==> src/rtl/pwdv_pkg.sv <==
package pwdv_pkg;

  typedef enum logic [1:0] {
    ST_IDLE   = 2'd0,
    ST_RECV   = 2'd1,
    ST_VERIFY = 2'd2
  } ctlState_t;

  // strobes from control to datapath
  typedef struct packed {
    logic cmpStart;   // load shadow from selected key, clear mismatch
    logic cmpByte;    // compare one byte and advance
    logic selWrite;   // key select at cmpStart
    logic wipe;       // zero both keys
  } pwdStrobe_t;

endpackage

==> src/rtl/pwdv_datapath.sv <==
module pwdv_datapath
  import pwdv_pkg::*;
#(
  parameter int unsigned BYTE_W    = 8,
  parameter int unsigned PWD_BYTES = 8
) (
  input  logic                          clk,
  input  logic                          rst_n,
  input  pwdStrobe_t                    strobe,
  input  logic [BYTE_W-1:0]             byteIn,
  input  logic                          updValid,
  input  logic                          updSelWrite,
  input  logic [BYTE_W*PWD_BYTES-1:0]   updWord,
  output logic                          mismatch
);

  localparam int unsigned PWD_W  = BYTE_W * PWD_BYTES;
  localparam int unsigned N_KEYS = 2;

  logic [PWD_W-1:0] keyBank [N_KEYS];
  logic [PWD_W-1:0] shadow;
  logic             mismatchQ;

  // key storage: slot 0 read, slot 1 write
  for (genvar g = 0; g < N_KEYS; g++) begin : g_key
    always_ff @(posedge clk) begin
      if (!rst_n) begin
        keyBank[g] <= '0;
      end else if (strobe.wipe) begin
        keyBank[g] <= '0;
      end else if (updValid && (updSelWrite == (g == 1))) begin
        keyBank[g] <= updWord;
      end
    end
  end

  // shadow copy shifted out MSB byte first
  always_ff @(posedge clk) begin
    if (!rst_n) begin
      shadow    <= '0;
      mismatchQ <= 1'b0;
    end else if (strobe.cmpStart) begin
      shadow    <= strobe.selWrite ? keyBank[1] : keyBank[0];
      mismatchQ <= 1'b0;
    end else if (strobe.cmpByte) begin
      shadow    <= shadow << BYTE_W;
      mismatchQ <= mismatchQ | (byteIn != shadow[PWD_W-1 -: BYTE_W]);
    end
  end

  assign mismatch = mismatchQ;

  // a wipe leaves both keys zero even with a concurrent update
  p_wipe_clears_r9 : assert property (@(posedge clk) disable iff (!rst_n)
    strobe.wipe |=> (keyBank[0] == '0 && keyBank[1] == '0));

  // an update outside a wipe is stored in the selected slot
  p_update_r8 : assert property (@(posedge clk) disable iff (!rst_n)
    (updValid && !strobe.wipe) |=>
      ((($past(updSelWrite) ? keyBank[1] : keyBank[0])) == $past(updWord)));

endmodule

==> src/rtl/pwdv_control.sv <==
module pwdv_control
  import pwdv_pkg::*;
#(
  parameter int unsigned PWD_BYTES     = 8,
  parameter int unsigned MAX_TRIES     = 8,
  parameter int unsigned VERIFY_CYCLES = 2
) (
  input  logic       clk,
  input  logic       rst_n,
  input  logic       startPulse,
  input  logic       opWrite,
  input  logic       byteValid,
  input  logic       mismatch,
  output pwdStrobe_t strobe,
  output logic       readGrant,
  output logic       writeGrant,
  output logic       failFlag,
  output logic       clearReq,
  output logic       busy
);

  localparam int unsigned CNT_W  = $clog2(PWD_BYTES + 1);
  localparam int unsigned WAIT_W = $clog2(VERIFY_CYCLES + 1);
  localparam int unsigned TRY_W  = $clog2(MAX_TRIES + 1);
  localparam logic [CNT_W-1:0]  LAST_BYTE = CNT_W'(PWD_BYTES - 1);
  localparam logic [WAIT_W-1:0] LAST_WAIT = WAIT_W'(VERIFY_CYCLES - 1);
  localparam logic [TRY_W-1:0]  LAST_TRY  = TRY_W'(MAX_TRIES - 1);

  ctlState_t        state;
  logic [CNT_W-1:0] byteCnt;
  logic [WAIT_W-1:0] waitCnt;
  logic [TRY_W-1:0] tryCnt;
  logic             opLatched;

  logic startOk, takeByte, lastByte, decide, failNow, wipeNow;

  always_comb begin
    startOk  = startPulse && (state != ST_VERIFY);
    takeByte = (state == ST_RECV) && byteValid && !startPulse;
    lastByte = takeByte && (byteCnt == LAST_BYTE);
    decide   = (state == ST_VERIFY) && (waitCnt == LAST_WAIT);
    failNow  = decide && mismatch;
    wipeNow  = failNow && (tryCnt == LAST_TRY);

    strobe.cmpStart = startOk;
    strobe.cmpByte  = takeByte;
    strobe.selWrite = opWrite;
    strobe.wipe     = wipeNow;
  end

  always_ff @(posedge clk) begin
    if (!rst_n) begin
      state      <= ST_IDLE;
      byteCnt    <= '0;
      waitCnt    <= '0;
      tryCnt     <= '0;
      opLatched  <= 1'b0;
      readGrant  <= 1'b0;
      writeGrant <= 1'b0;
      failFlag   <= 1'b0;
      clearReq   <= 1'b0;
    end else begin
      clearReq <= 1'b0;
      if (startOk) begin
        state      <= ST_RECV;
        byteCnt    <= '0;
        opLatched  <= opWrite;
        readGrant  <= 1'b0;
        writeGrant <= 1'b0;
        failFlag   <= 1'b0;
      end else if (takeByte) begin
        byteCnt <= byteCnt + 1'b1;
        if (lastByte) begin
          state   <= ST_VERIFY;
          waitCnt <= '0;
        end
      end else if (state == ST_VERIFY) begin
        waitCnt <= waitCnt + 1'b1;
        if (decide) begin
          state <= ST_IDLE;
          if (failNow) begin
            failFlag <= 1'b1;
            clearReq <= wipeNow;
            tryCnt   <= wipeNow ? '0 : tryCnt + 1'b1;
          end else begin
            readGrant  <= !opLatched;
            writeGrant <= opLatched;
            tryCnt     <= '0;
          end
        end
      end
    end
  end

  assign busy = (state == ST_VERIFY);

  // at most one verdict flag at a time
  p_one_verdict_r3 : assert property (@(posedge clk) disable iff (!rst_n)
    $onehot0({readGrant, writeGrant, failFlag}));

  // the verdict is present when busy falls
  p_verdict_on_fall_r5 : assert property (@(posedge clk) disable iff (!rst_n)
    $fell(busy) |-> (readGrant || writeGrant || failFlag));

  // clear request is a single-cycle pulse
  p_clear_pulse_r7 : assert property (@(posedge clk) disable iff (!rst_n)
    clearReq |=> !clearReq);

  // clear request only accompanies a failure
  p_clear_with_fail_r7 : assert property (@(posedge clk) disable iff (!rst_n)
    clearReq |-> failFlag);

endmodule

==> src/rtl/pwd_verifier.sv <==
module pwd_verifier
  import pwdv_pkg::*;
#(
  parameter int unsigned BYTE_W        = 8,
  parameter int unsigned PWD_BYTES     = 8,
  parameter int unsigned MAX_TRIES     = 8,
  parameter int unsigned VERIFY_CYCLES = 2
) (
  input  logic                        clk,
  input  logic                        rst_n,
  input  logic                        startPulse,
  input  logic                        opWrite,
  input  logic                        byteValid,
  input  logic [BYTE_W-1:0]           byteIn,
  input  logic                        updValid,
  input  logic                        updSelWrite,
  input  logic [BYTE_W*PWD_BYTES-1:0] updWord,
  output logic                        readGrant,
  output logic                        writeGrant,
  output logic                        failFlag,
  output logic                        clearReq,
  output logic                        busy
);

  pwdStrobe_t strobe;
  logic       mismatch;

  pwdv_control #(
    .PWD_BYTES    (PWD_BYTES),
    .MAX_TRIES    (MAX_TRIES),
    .VERIFY_CYCLES(VERIFY_CYCLES)
  ) u_ctl (
    .clk       (clk),
    .rst_n     (rst_n),
    .startPulse(startPulse),
    .opWrite   (opWrite),
    .byteValid (byteValid),
    .mismatch  (mismatch),
    .strobe    (strobe),
    .readGrant (readGrant),
    .writeGrant(writeGrant),
    .failFlag  (failFlag),
    .clearReq  (clearReq),
    .busy      (busy)
  );

  pwdv_datapath #(
    .BYTE_W   (BYTE_W),
    .PWD_BYTES(PWD_BYTES)
  ) u_dp (
    .clk        (clk),
    .rst_n      (rst_n),
    .strobe     (strobe),
    .byteIn     (byteIn),
    .updValid   (updValid),
    .updSelWrite(updSelWrite),
    .updWord    (updWord),
    .mismatch   (mismatch)
  );

endmodule

==> config.mk <==
export PLATFORM = sky130hd
export DESIGN_NAME = pwd_verifier
export DESIGN_NICKNAME = d
export VERILOG_FILES = /design/src/rtl/pwdv_pkg.sv /design/src/rtl/pwdv_datapath.sv /design/src/rtl/pwdv_control.sv /design/src/rtl/pwd_verifier.sv
export SDC_FILE = /design/constraint.sdc
export NUM_CORES = 1
export LEC_CHECK = 0
export ABC_AREA = 1
export CELL_PAD_IN_SITES_DETAIL_PLACEMENT = 2
export CELL_PAD_IN_SITES_GLOBAL_PLACEMENT = 2
export CORE_MARGIN = 2
export CORE_UTILIZATION = 37
export DETAILED_ROUTE_END_ITERATION = 16
export DONT_BUFFER_PORTS = 1
export PLACE_DENSITY = 0.75
export REMOVE_ABC_BUFFERS = 1
export SLEW_MARGIN = 15
export SYNTH_ARGS = -nofsm -noshare
export SYNTH_HDL_FRONTEND = slang
export SYNTH_SLANG_ARGS = --single-unit
export TNS_END_PERCENT = 30
==> constraint.sdc <==
create_clock -name clk -period 4.5 [get_ports clk]
set_clock_uncertainty 0.1 [all_clocks]
set_input_delay 0.675 -clock clk [delete_from_list [all_inputs] [get_ports clk]]
set_output_delay 0.675 -clock clk [all_outputs]
set_load 0.05 [all_outputs]
== After elaboration in Yosys (flattened, before gate mapping) ==
Memory sizes are Yosys's and may differ from the RTL's.
Cells that the tools add are included.

* Add/sub/neg operators: 3
* Equal/unequal tests: 9
* Multiplexer cells: 29
* Bitwise logic cells: 12
* Reductions and logical operators: 24

{| class="wikitable"
|+ Operators by type and width
! operator !! number
|-
| $mux W64 || 7
|-
| $mux W2 || 7
|-
| $mux W1 || 13
|-
| $reduce_and A4 Y1 || 3
|-
| $logic_and A1 B1 Y1 || 9
|-
| $reduce_and A3 Y1 || 3
|-
| $add A4 B1 Y4 const B || 2
|-
| $eq A4 B3 Y1 const B || 2
|-
| $mux W4 || 2
|-
| $ne A8 B8 Y1 || 1
|-
| $not A1 Y1 || 7
|-
| $reduce_bool A2 Y1 || 3
|-
| $reduce_bool A3 Y1 || 2
|-
| $reduce_or A6 Y1 || 1
|-
| $or A1 B1 Y1 || 5
|-
| $eq A2 B1 Y1 const B || 2
|-
| $ne A2 B2 Y1 const B || 2
|-
| $ne A3 B2 Y1 const B || 1
|-
| $add A2 B1 Y2 const B || 1
|-
| $eq A2 B2 Y1 const B || 1
|-
| $logic_not A1 Y1 || 2
|-
| $reduce_or A2 Y1 || 1
|}

* Flip-flop bits (word level): 82
* RAM bits: 128
* Input port bits: 79
* Output and inout port bits: 5
* Logic and storage cells: 90
* Memories: 1

{| class="wikitable"
|+ Memory list
! name !! depth !! width !! read ports !! clocked after memory_dff !! write ports !! RTL line !! source
|-
| u_dp.keyBank || 2 || 64 || 2 || 0 || 2 || pwdv_datapath.sv:20 || <nowiki>logic [PWD_W-1:0] keyBank [N_KEYS];</nowiki>
|}

== Depth between registers and ports, before layout ==
* Depth in word-level cells: 9
* Depth in mapped cells: 11

== Hierarchy ==
A second synthesis with hierarchy kept.

* Cell total of the unflattened synthesis: 992
* Area total of the unflattened synthesis: 9007.4 um2

{| class="wikitable"
|+ Modules (own cells, without submodules)
! module !! times used !! cells each !! area an instance (um2)
|-
| pwdv_datapath || 1 || 886 || 8205.4
|-
| pwdv_control || 1 || 106 || 802.0
|}

== Least setup slack after synthesis ==
No wires, ideal clock.

* Kind: input-to-reg
* Start: input rst_n
* End: memory u_dp.keyBank[0][0] (netlist name) (enable)
* Library setup time: 0.424 ns
* Arrival time: 2.859 ns
* Path slack: 1.118 ns
* Stages: 7
* Cells stage by stage: clkbuf_1 inv_2 nor2_4 nand3b_2 buf_6 buf_6 nand2_1

{| class="wikitable"
|+ RTL lines
! item !! RTL line !! source
|-
| start, declared || pwd_verifier.sv:10 || <nowiki>input logic rst_n,</nowiki>
|-
| end, declared || pwdv_datapath.sv:20 ||
|}

== Worst setup path after layout ==
* Start: register u_ctl.state[1]
* End: register u_dp.shadow[19]

* Cells in the longest elaborated chain, start to end: 4
* Elaborated cells between the ends (all ways): 7

{| class="wikitable"
|+ Ends and longest elaborated chain
! item !! RTL line !! source
|-
| start, declared || pwdv_control.sv:29 || <nowiki>ctlState_t state;</nowiki>
|-
| start signal, assigned || pwdv_control.sv:53 || <nowiki>state <= ST_IDLE;</nowiki>
|-
| start signal, assigned || pwdv_control.sv:65 || <nowiki>state <= ST_RECV;</nowiki>
|-
| start signal, assigned || pwdv_control.sv:74 || <nowiki>state <= ST_VERIFY;</nowiki>
|-
| $eq A2 B1 Y1 || pwdv_control.sv:39 || <nowiki>takeByte = (state == ST_RECV) && byteValid && !startPulse;</nowiki>
|-
| $logic_and A1 B1 Y1 (2 in a row) || pwdv_control.sv:39 ||
|-
| $reduce_bool A2 Y1 (no line) || - ||
|-
| end signal, assigned || pwdv_datapath.sv:43 || <nowiki>shadow <= strobe.selWrite ? keyBank[1] : keyBank[0];</nowiki>
|-
| end signal, assigned || pwdv_datapath.sv:46 || <nowiki>shadow <= shadow << BYTE_W;</nowiki>
|-
| end, declared || pwdv_datapath.sv:21 || <nowiki>logic [PWD_W-1:0] shadow;</nowiki>
|}

Parallel ways exist; a longest one is shown, timed or not.
A chain may end at the register's enable or synchronous reset.

==> results.json <==
{
  "outcome": "finished clean",
  "netSwitchingFraction_pct": 23.2,
  "yosysUniqueCellTypes": 33,
  "worstSkewPairLatency_ps": 510,
  "postSynthCellCount": 976,
  "p_sw_w": 0.00102,
  "die_x_microns": 160,
  "firstDrtPassIters": 4,
  "p_seq_share_pct": 51.0,
  "pwr-share-comb_pct": 6.7,
  "slowest_delay_ps": 800,
  "initial_core_util_pct": 37.9,
  "synth_top_family_by_area": "simple AND/OR/NAND/NOR gates",
  "drcViolationCount": 0,
  "hpwl_microns": 14100,
  "fp.dieH_microns": 160,
  "min_path_type": "in2reg",
  "routedWlPerCell_microns": 18.2,
  "yosysTopAreaCell": "edfxtp_1",
  "p_int_w": 0.00336,
  "cts_hold_buf": 0,
  "synth_xor_area_share_pct": 0.489,
  "grt_antenna_before_repair": 0,
  "max-slew-margin-rel_pct": 27.5,
  "synth_compound_area_share_pct": 7.51,
  "antenna_cells": 0,
  "area_growth_pct": 10.1,
  "grt_pass1_wl_microns": 38400,
  "required_ps": 4830,
  "nNetsFinal": 1039,
  "drt_iter0_drc": 310,
  "path_cells": "nand2_4, nand2_1, nand2_2, inv_2, nand2_1, a31oi_1",
  "ant_nets": 0,
  "setup_viol_count_final": 0,
  "cts_tree": "done",
  "worstSetupEndpointType": "flip-flop",
  "grt_overflow": 0,
  "cp-start-kind": "flip-flop",
  "min_period_ps": 2640,
  "slowest_stage": "inv_2",
  "setup-tns-final_ps": 0,
  "gp_congestion": 0.670,
  "power.density_mw_per_mm2": 444,
  "maxCapViolCount": 0,
  "muxShareOfSynthArea_pct": 0.895,
  "cts_root_buf": "clkbuf_16",
  "worstHoldStart": "rst_n",
  "crit_arrival_ps": 2970,
  "cts_resized": 0,
  "cts_max_level": 1,
  "fmax_mhz": 378,
  "routed_via_density": 4.99,
  "postCtsSetupRepairBufs": 0,
  "cts_sinks": 210,
  "cts_max_path_buffers": 3,
  "clock_power_share_pct": 42.3,
  "hold_viol_final": 0,
  "p_leak_nw": 3.99,
  "path_max_fanout": 54,
  "numCtsBuffers": 24,
  "wirelength_microns": 23600,
  "die_area_sq_mm": 0.0254,
  "finalCritPeriodShare_pct": 58.7,
  "whs_ps": 184,
  "cp_top_family": "simple AND/OR/NAND/NOR gates",
  "rsz0062_at_grt": "no",
  "num_vias": 6451,
  "grtUsageTotal_pct": 18.9,
  "synthArstFlopShare_pct": 0,
  "dpl-instance-area_sq_mm": 0.00911,
  "synth-simple-area-share_pct": 21.4,
  "netlist_top_cells_area": "edfxtp_1 (43%), dfxtp_1 (18%), nand2_1 (13%)",
  "crit_top_cell": "nand2_1",
  "io_buffers": 0,
  "syn_avg_cell_area_sq_um": 9.17,
  "rows": 56,
  "mappedNetlistArea_sq_mm": 0.00895,
  "grt_max_degree": 66,
  "tightestPinTransition_ps": 1080,
  "synth_warnings": 0,
  "grt_pass1_vias": 7233,
  "synth_fa_ha_area_share_pct": 0.419,
  "ys.flop_type": "edfxtp_1",
  "top_level_ports": 84,
  "synth_edf_count": 128,
  "ys_ff_latch": 210,
  "drive_gt1_share_pct": 6.77,
  "r2r-start": "u_ctl.state[1]$_SDFFE_PP0P_",
  "startpoint": "u_ctl.state[1]$_SDFFE_PP0P_",
  "coreArea_sq_mm": 0.0236,
  "drv_slew": 0,
  "clk_pin_slew_ps": 60,
  "path_buf_inv": 1,
  "path_class": "reg2reg",
  "peakVddDrop_mv": 0.246,
  "final_cell_area_sq_mm": 0.00985,
  "ys_seq_area_share_pct": 61.3,
  "synth_top_area_share_pct": 43.0
}
[per-layer routing]
metal / track usage, % / vias to the layer above / share of wire (%) / wire length [microns]
met5: 0 / - / 0 / 0
met2: 35.3 / 81 / 52 / 12100
met3: 2.81 / 28 / 2.8 / 669
met1: 23.0 / 3236 / 44 / 10300
li1: - / 3106 / - / -
met4: 3.84 / 0 / 1.7 / 401
[placed cells by master, fill, tap and decap left out, drive strengths merged, types with 8 or more instances in the layout]
| cell | netlist | final |
|---|---|---|
| nand2 | 307 | 307 |
| clkbuf | 16 | 32 |
| clkinv | 0 | 12 |
| dfxtp | 82 | 82 |
| o22ai | 10 | 10 |
| nand3 | 17 | 17 |
| a21oi | 27 | 27 |
| inv | 104 | 103 |
| o21ai | 16 | 16 |
| a31oi | 41 | 41 |
| o21a | 10 | 10 |
| edfxtp | 128 | 128 |
| or2 | 8 | 8 |
| nor2 | 144 | 144 |
| mux2i | 8 | 8 |
[final timing paths]
check / end / slack, ps / cells past startpoint
worst max-delay path: u_dp.shadow[19]$_SDFFE_PN0P_ / 1860 / 6
worst min-delay path: u_dp.shadow[63]$_SDFFE_PN0P_ / 180 / 2
worst max register to register: u_dp.shadow[19]$_SDFFE_PN0P_ / 1860 / 6
worst min register to register: u_ctl.tryCnt[3]$_SDFFE_PN0P_ / 380 / 2
[through the flow]
step	instances	worst slack [ps]	total power [W]	utilization, %
6_report	1294	1860	0.00437	41.7
5_1_grt	1294	1560	0.00455	41.7
3_5_place_dp	1250	1740	0.00257	38.6
3_3_place_gp	1250	1820	0.00255	38.6
4_1_cts	1294	1830	0.00443	41.7
2_1_floorplan	924	423	0.00246	-
[power groups by stage]
| stage | clock, W | combinational (W) | sequential [W] |
|---|---|---|---|
| 3_5_place_dp | 0 | 0.000301 | 0.00227 |
| 6_report | 0.00185 | 0.000294 | 0.00223 |
| 3_3_place_gp | 0 | 0.000290 | 0.00226 |
| 5_1_grt | 0.00196 | 0.000340 | 0.00224 |
| 2_1_floorplan | 0 | 0.000199 | 0.00226 |
| 4_1_cts | 0.00189 | 0.000305 | 0.00223 |
[synthesized netlist by cell type (all sizes together) (8+ instances only)]
master and count:
buf 36, o21a 10, inv 104, a21oi 27
dfxtp 82, clkbuf 16, nor2 144, edfxtp 128
a31oi 41, o21ai 16, or2 8, nand2 307
nand3 17, o22ai 10, mux2i 8
[sequential cells by signal, indices dropped and copies added (netlist names)]
name / cells
u_dp.shadow: 64
u_ctl.tryCnt: 4
u_ctl.clearReq: 1
u_dp.keyBank: 128
u_ctl.readGrant: 1
u_ctl.waitCnt: 2
u_ctl.state: 2
u_ctl.opLatched: 1
u_ctl.failFlag: 1
u_dp.mismatch: 1
u_ctl.writeGrant: 1
u_ctl.byteCnt: 4
[cells by family after synthesis]
group,count (synthesis)
AO/OA/AOI/OAI,112
XOR/XNOR,5
adder cells (fa/ha/maj),3
buffers and inverters,156
flip-flops,210
multiplexers,8
AND/OR/NAND/NOR,482
[final cells by class]
type / count / area [sq um]
Clock buffer: 32 / 662
Clock inverter: 12 / 81.3
Fill cell: 2589 / 13800
Inverter: 104 / 392
Multi-Input combinational cell: 610 / 2760
Sequential cell: 210 / 5490
Tap cell: 319 / 399
Timing Repair Buffer: 7 / 77.6
No activity file was read; power rests on OpenSTA's default activity.
